## config.mk

```make
export PLATFORM = sky130hd
export DESIGN_NAME = wralloc_unit
export DESIGN_NICKNAME = d
export VERILOG_FILES = /design/src/rtl/wralloc_pkg.sv /design/src/rtl/wralloc_ctrl.sv /design/src/rtl/wralloc_dp.sv /design/src/rtl/wralloc_unit.sv
export SDC_FILE = /design/constraint.sdc
export NUM_CORES = 1
export LEC_CHECK = 0
export BUFFER_PORTS_ARGS = -buffer_cell sky130_fd_sc_hd__buf_2
export CAP_MARGIN = 30
export CORE_MARGIN = 2
export CORE_UTILIZATION = 30
export CTS_CLUSTER_DIAMETER = 50
export DETAILED_ROUTE_END_ITERATION = 16
export GPL_ROUTABILITY_DRIVEN = 0
export GPL_TIMING_DRIVEN = 0
export PLACE_DENSITY = 0.55
export SLEW_MARGIN = 20
export SYNTH_ARGS = -nofsm -noshare
export SYNTH_HDL_FRONTEND = slang
export SYNTH_SLANG_ARGS = --single-unit
```

## constraint.sdc

```tcl
create_clock -name clk -period 2.7 [get_ports clk]
set_clock_uncertainty 0.1 [all_clocks]
set_input_delay 0.27 -clock clk [delete_from_list [all_inputs] [get_ports clk]]
set_output_delay 0.27 -clock clk [all_outputs]
set_load 0.02 [all_outputs]
```

## src/rtl/wralloc_pkg.sv

```systemverilog
package wralloc_pkg;
  typedef struct packed {
    logic capture;    // evaluate and register a decision
    logic loadPage;   // write fill page into page memory
    logic clearPage;  // invalidate page memory
  } waStrobe_t;
endpackage

```

## src/rtl/wralloc_ctrl.sv

```systemverilog
module wralloc_ctrl
  import wralloc_pkg::*;
(
  input  logic      clk,
  input  logic      rst,
  input  logic      reqValid,
  input  logic      fillValid,
  input  logic      fillCacheable,
  output waStrobe_t strobes,
  output logic      decValid
);
  always_comb begin
    strobes.clearPage = rst;
    strobes.capture   = reqValid && !rst;
    strobes.loadPage  = fillValid && fillCacheable && !rst;
  end

  always_ff @(posedge clk) begin
    if (rst) decValid <= 1'b0;
    else     decValid <= reqValid;
  end

  // a decision strobe follows every request
  p_valid_follows_req_r1: assert property (@(posedge clk) disable iff (rst)
    reqValid |=> decValid);
  // no decision strobe without a request
  p_valid_only_after_req_r1: assert property (@(posedge clk) disable iff (rst)
    !reqValid |=> !decValid);
endmodule

```

## src/rtl/wralloc_dp.sv

```systemverilog
module wralloc_dp
  import wralloc_pkg::*;
#(
  parameter int ADDR_W    = 32,
  parameter int PAGE_LSB  = 12,
  parameter int LIMIT_W   = 7,
  parameter int LIMIT_LSB = 22,
  parameter logic [ADDR_W-1:0] HOLE_LO = 32'h000A_0000,
  parameter logic [ADDR_W-1:0] HOLE_HI = 32'h000F_FFFF
)(
  input  logic                     clk,
  input  logic                     rst,
  input  waStrobe_t                strobes,
  input  logic [ADDR_W-1:0]        reqAddr,
  input  logic                     cacheDisable,
  input  logic                     cacheInhibit,
  input  logic                     pageNoCache,
  input  logic [1:0]               memType,
  input  logic                     sectorHit,
  input  logic [LIMIT_W-1:0]       limitUnits,
  input  logic [ADDR_W-1:PAGE_LSB] fillPage,
  output logic                     decAllocate
);
  localparam int PAGE_W = ADDR_W - PAGE_LSB;
  localparam int REGION_W = ADDR_W - LIMIT_LSB;
  localparam int PAD_W = REGION_W - LIMIT_W;

  logic [PAGE_W-1:0] pageReg;
  logic              pageValid;
  logic              pageHit, inHole, belowLimit, blocked, allowNext, allocQ;

  always_ff @(posedge clk) begin
    if (strobes.clearPage) begin
      pageReg   <= '0;
      pageValid <= 1'b0;
    end else if (strobes.loadPage) begin
      pageReg   <= fillPage;
      pageValid <= 1'b1;
    end
  end

  generate
    if (PAD_W > 0) begin : g_pad
      assign belowLimit = (limitUnits != '0) &&
        ({{PAD_W{1'b0}}, limitUnits} > reqAddr[ADDR_W-1:LIMIT_LSB]);
    end else begin : g_nopad
      assign belowLimit = (limitUnits != '0) &&
        (limitUnits[REGION_W-1:0] > reqAddr[ADDR_W-1:LIMIT_LSB]);
    end
  endgenerate

  always_comb begin
    pageHit   = pageValid && (reqAddr[ADDR_W-1:PAGE_LSB] == pageReg);
    inHole    = (reqAddr >= HOLE_LO) && (reqAddr <= HOLE_HI);
    blocked   = cacheDisable || cacheInhibit || pageNoCache || memType[1];
    allowNext = !blocked && (pageHit || sectorHit || (belowLimit && !inHole));
  end

  always_ff @(posedge clk) begin
    if (rst) allocQ <= 1'b0;
    else     allocQ <= strobes.capture && allowNext;
  end

  assign decAllocate = allocQ;


  p_cd_blocks_r2: assert property (@(posedge clk) disable iff (rst)
    (strobes.capture && cacheDisable) |=> !allocQ);

  p_pcd_blocks_r3: assert property (@(posedge clk) disable iff (rst)
    (strobes.capture && pageNoCache) |=> !allocQ);

  p_inhibit_blocks_r4: assert property (@(posedge clk) disable iff (rst)
    (strobes.capture && cacheInhibit) |=> !allocQ);

  p_memtype_blocks_r5: assert property (@(posedge clk) disable iff (rst)
    (strobes.capture && memType[1]) |=> !allocQ);
  // sector hit wins whenever no inhibit is present
  p_sector_override_r11: assert property (@(posedge clk) disable iff (rst)
    (strobes.capture && sectorHit && !cacheDisable && !cacheInhibit &&
     !pageNoCache && !memType[1]) |=> allocQ);
  // the hole never allocates without page or sector help
  p_hole_excluded_r10: assert property (@(posedge clk) disable iff (rst)
    (strobes.capture && inHole && !sectorHit && !pageHit) |=> !allocQ);

  p_idle_low_r1: assert property (@(posedge clk) disable iff (rst)
    !strobes.capture |=> !allocQ);
endmodule

```

## src/rtl/wralloc_unit.sv

```systemverilog
module wralloc_unit
  import wralloc_pkg::*;
#(
  parameter int ADDR_W    = 32,
  parameter int PAGE_LSB  = 12,
  parameter int LIMIT_W   = 7,
  parameter int LIMIT_LSB = 22
)(
  input  logic                     clk,
  input  logic                     rst,
  input  logic                     reqValid,
  input  logic [ADDR_W-1:0]        reqAddr,
  input  logic                     cacheDisable,
  input  logic                     cacheInhibit,
  input  logic                     pageNoCache,
  input  logic [1:0]               memType,
  input  logic                     sectorHit,
  input  logic [LIMIT_W-1:0]       limitUnits,
  input  logic                     fillValid,
  input  logic                     fillCacheable,
  input  logic [ADDR_W-1:PAGE_LSB] fillPage,
  output logic                     decValid,
  output logic                     decAllocate
);
  waStrobe_t strobes;

  wralloc_ctrl u_ctrl (
    .clk(clk), .rst(rst), .reqValid(reqValid), .fillValid(fillValid),
    .fillCacheable(fillCacheable), .strobes(strobes), .decValid(decValid)
  );

  wralloc_dp #(
    .ADDR_W(ADDR_W), .PAGE_LSB(PAGE_LSB), .LIMIT_W(LIMIT_W), .LIMIT_LSB(LIMIT_LSB)
  ) u_dp (
    .clk(clk), .rst(rst), .strobes(strobes), .reqAddr(reqAddr),
    .cacheDisable(cacheDisable), .cacheInhibit(cacheInhibit),
    .pageNoCache(pageNoCache), .memType(memType), .sectorHit(sectorHit),
    .limitUnits(limitUnits), .fillPage(fillPage), .decAllocate(decAllocate)
  );
endmodule

```

==> impl_metrics.ini <==
[place]
hpwl_um = 2680
io_buffers = 58

[pwr]
leakage_nw = 0.708
pwr-share-clk_pct = 29.2
power_switching_mw = 0.189
intPower_mw = 0.529
seqPwrFrac_pct = 50.8
cellPowerDensity_nw_per_um2 = 436
swShare_pct = 26.3
ir_drop_uv = 155
p_comb_share_pct = 19.9

[detailed_routing]
wl_um = 3200
vias = 1240
detail-route-antenna-nets = 0
drt_iter0_drc = 60
firstDrtPassIters = 4
wl_per_cell_um = 11.9
detail_route.vias_per_cell = 4.59
drc = 0

[setup_path]
critPathArrivalTime_ps = 1520
cp-start-kind = flip-flop
critPathMaxFanout = 2
cp-end-kind = flip-flop
worstPathRequired_ps = 2800
crit_chain = xnor2_1 > nand4_1 > nor4_1 > a41oi_1 > o21ai_1
crit_slowest_cell = dfxtp_1
reg2reg_slack_ps = 1280
worst-setup-path-type = flip-flop to flip-flop
reg2reg_from = u_dp.pageReg[7]$_SDFFE_PP0P_
critPathMaxStageDelay_ps = 380
startpoint = u_dp.pageReg[7]$_SDFFE_PP0P_

[timing]
fin_crit_sh_pct = 52.6
fmax_mhz = 704
fin_crit_ps = 1420
relSlewSlack_pct = 69.9
slew_violations = 0
fin_tns_setup_ps = 0
rsz0062_at_grt = false
hold_viol_final = 0
worst_slew_pin_slew_ps = 452
finalSetupViolCount = 0

[cts]
numClockSinks = 23
post_cts_buffers = 0
cts_tree = built
postCtsHoldBufs = 0
post_cts_resized = 0
clk_pin_slew_ps = 80
h-tree-depth = 1
clkLatencyLatePin_ps = 260
cts_made_buffers = 3
cts.path.max_buffers = 2
clock-root-buffer = clkbuf_8

[cells_and_area]
fillers = 444
multi_input_area_um2 = 736
final_nets = 298
ff_latch_area_um2 = 460
drive_above_1_share_pct = 30.5
mostFrequentLayoutCells = buf_2, nand2_1, dfxtp_1, a21oi_1, xnor2_1
utilization_pct = 41.2
diodes = 0
final_common_cell = buf_2
area_growth_pct = 32.0

[global_routing]
grt_max_degree = 14
grt_pass1_vias = 1135
antenna_found_initial = 0
track_usage_pct = 14.5
grt_pass1_wl_um = 4990
grt_overflow = 0

[yosys]
ys_types = 26
syn_nets = 235
post-synth-top-area-cell = dfxtp_1
synthCells = 158
syn-mean-instance-area_um2 = 7.90
yosysWarnings = 0
synth_area_leaders = dfxtp_1, nand2_1, xnor2_1
ys_seq_elements = 23
netlist_area_um2 = 1250
synth_seq_area_share_pct = 36.9
netlist.area_leader.share_pct = 36.9

[floorplanning]
fp.coreArea_um2 = 4000
start_util_pct = 31.2
chipWidth_um = 68.5
fp.dieArea_um2 = 4690
die_h_um = 68.5
ios = 72
std_cell_rows = 23

[outcome]
status = complete, no violations

[hold_path]
hold_class = input pin to flip-flop
hold_start = rst

[job]
drv_cap = 0
==> state kept, by name, indices dropped and copies added (netlist names) <==
register and count:
u_dp.decAllocate 1, u_dp.pageValid 1, u_ctrl.decValid 1, u_dp.pageReg 20
==> cells in the mapped netlist, drive strengths merged <==
| library cell | number |
|---|---|
| nand2 | 42 |
| dfxtp | 23 |
| a21oi | 22 |
| xnor2 | 16 |
| inv | 8 |
| ha | 7 |
| clkbuf | 6 |
| nor4 | 5 |
| nand4 | 4 |
| xor2 | 4 |
| nand3 | 3 |
| nor2 | 3 |
| o21ai | 3 |
| nor3 | 2 |
| a31oi | 1 |
| a41oi | 1 |
| and2 | 1 |
| and2b | 1 |
| nand2b | 1 |
| nor4b | 1 |
| o2111ai | 1 |
| o211ai | 1 |
| o21a | 1 |
| or4 | 1 |
==> logic make-up after synthesis <==
logic type                 share of synthesized area, %
adders and majority gates                          7.01
AOI/OAI and AO/OA                                  13.5
DFF                                                36.9
xor gates and xnor gates                           14.0
buffers and inverters                              4.21
and+or+nand+nor                                    24.3
==> metrics by stage <==
stage / hold WS (ps) / setup slack, ps / power (mW) / area, µm² / instances
after floorplan: 239 / 1360 / 0.446 / 1250 / 158
after global placement: 357 / 1130 / 0.516 / 1600 / 266
after detailed placement: 360 / 1160 / 0.518 / 1600 / 266
after CTS: 120 / 1260 / 0.723 / 1650 / 270
after global routing: 133 / 1160 / 0.762 / 1650 / 270
final: 118 / 1280 / 0.718 / 1650 / 270
==> layer usage <==
| metal | track usage, % | part of all wire (%) |
|---|---|---|
| met5 | 0 | 0 |
| met4 | 4.75 | 1.7 |
| met3 | 2.60 | 5.3 |
| met2 | 22.6 | 46 |
| met1 | 20.1 | 47 |
==> critical path: cells and delay by family (launching register included) <==
family                    cells  cell delay, ps
and+or+nand+nor               2             450
DFF                           1             380
AOI/OAI and AO/OA             2             290
xor gates and xnor gates      1             130
==> path summary, 6_finish.rpt <==
kind | to | cells past startpoint
worst max register to register | u_dp.decAllocate$_SDFF_PP0_ | 5
worst max-delay path | u_dp.decAllocate$_SDFF_PP0_ | 5
worst min-delay path | u_dp.pageReg[15]$_SDFFE_PP0P_ | 2
worst min register to register | u_dp.pageReg[1]$_SDFFE_PP0P_ | 2
==> power by group through the flow <==
stage          registers (mW)  logic [mW]  clock network, mW
6_report                0.365       0.143              0.210
5_1_grt                 0.367       0.162              0.233
4_1_cts                 0.365       0.146              0.212
2_1_floorplan           0.372      0.0747                  0
3_5_place_dp            0.373       0.145                  0
3_3_place_gp            0.372       0.144                  0
==> final cells by class <==
cell class                      count  area share (%)
Buffer                              6            1.37
Clock buffer                        3            2.51
Clock inverter                      1           0.304
Inverter                            8            1.82
Multi-Input combinational cell    121            44.6
Sequential cell                    23            27.9
Tap cell                           50            3.80
Timing Repair Buffer               58            17.6
Note: power is estimated with default switching activity, not from simulation.
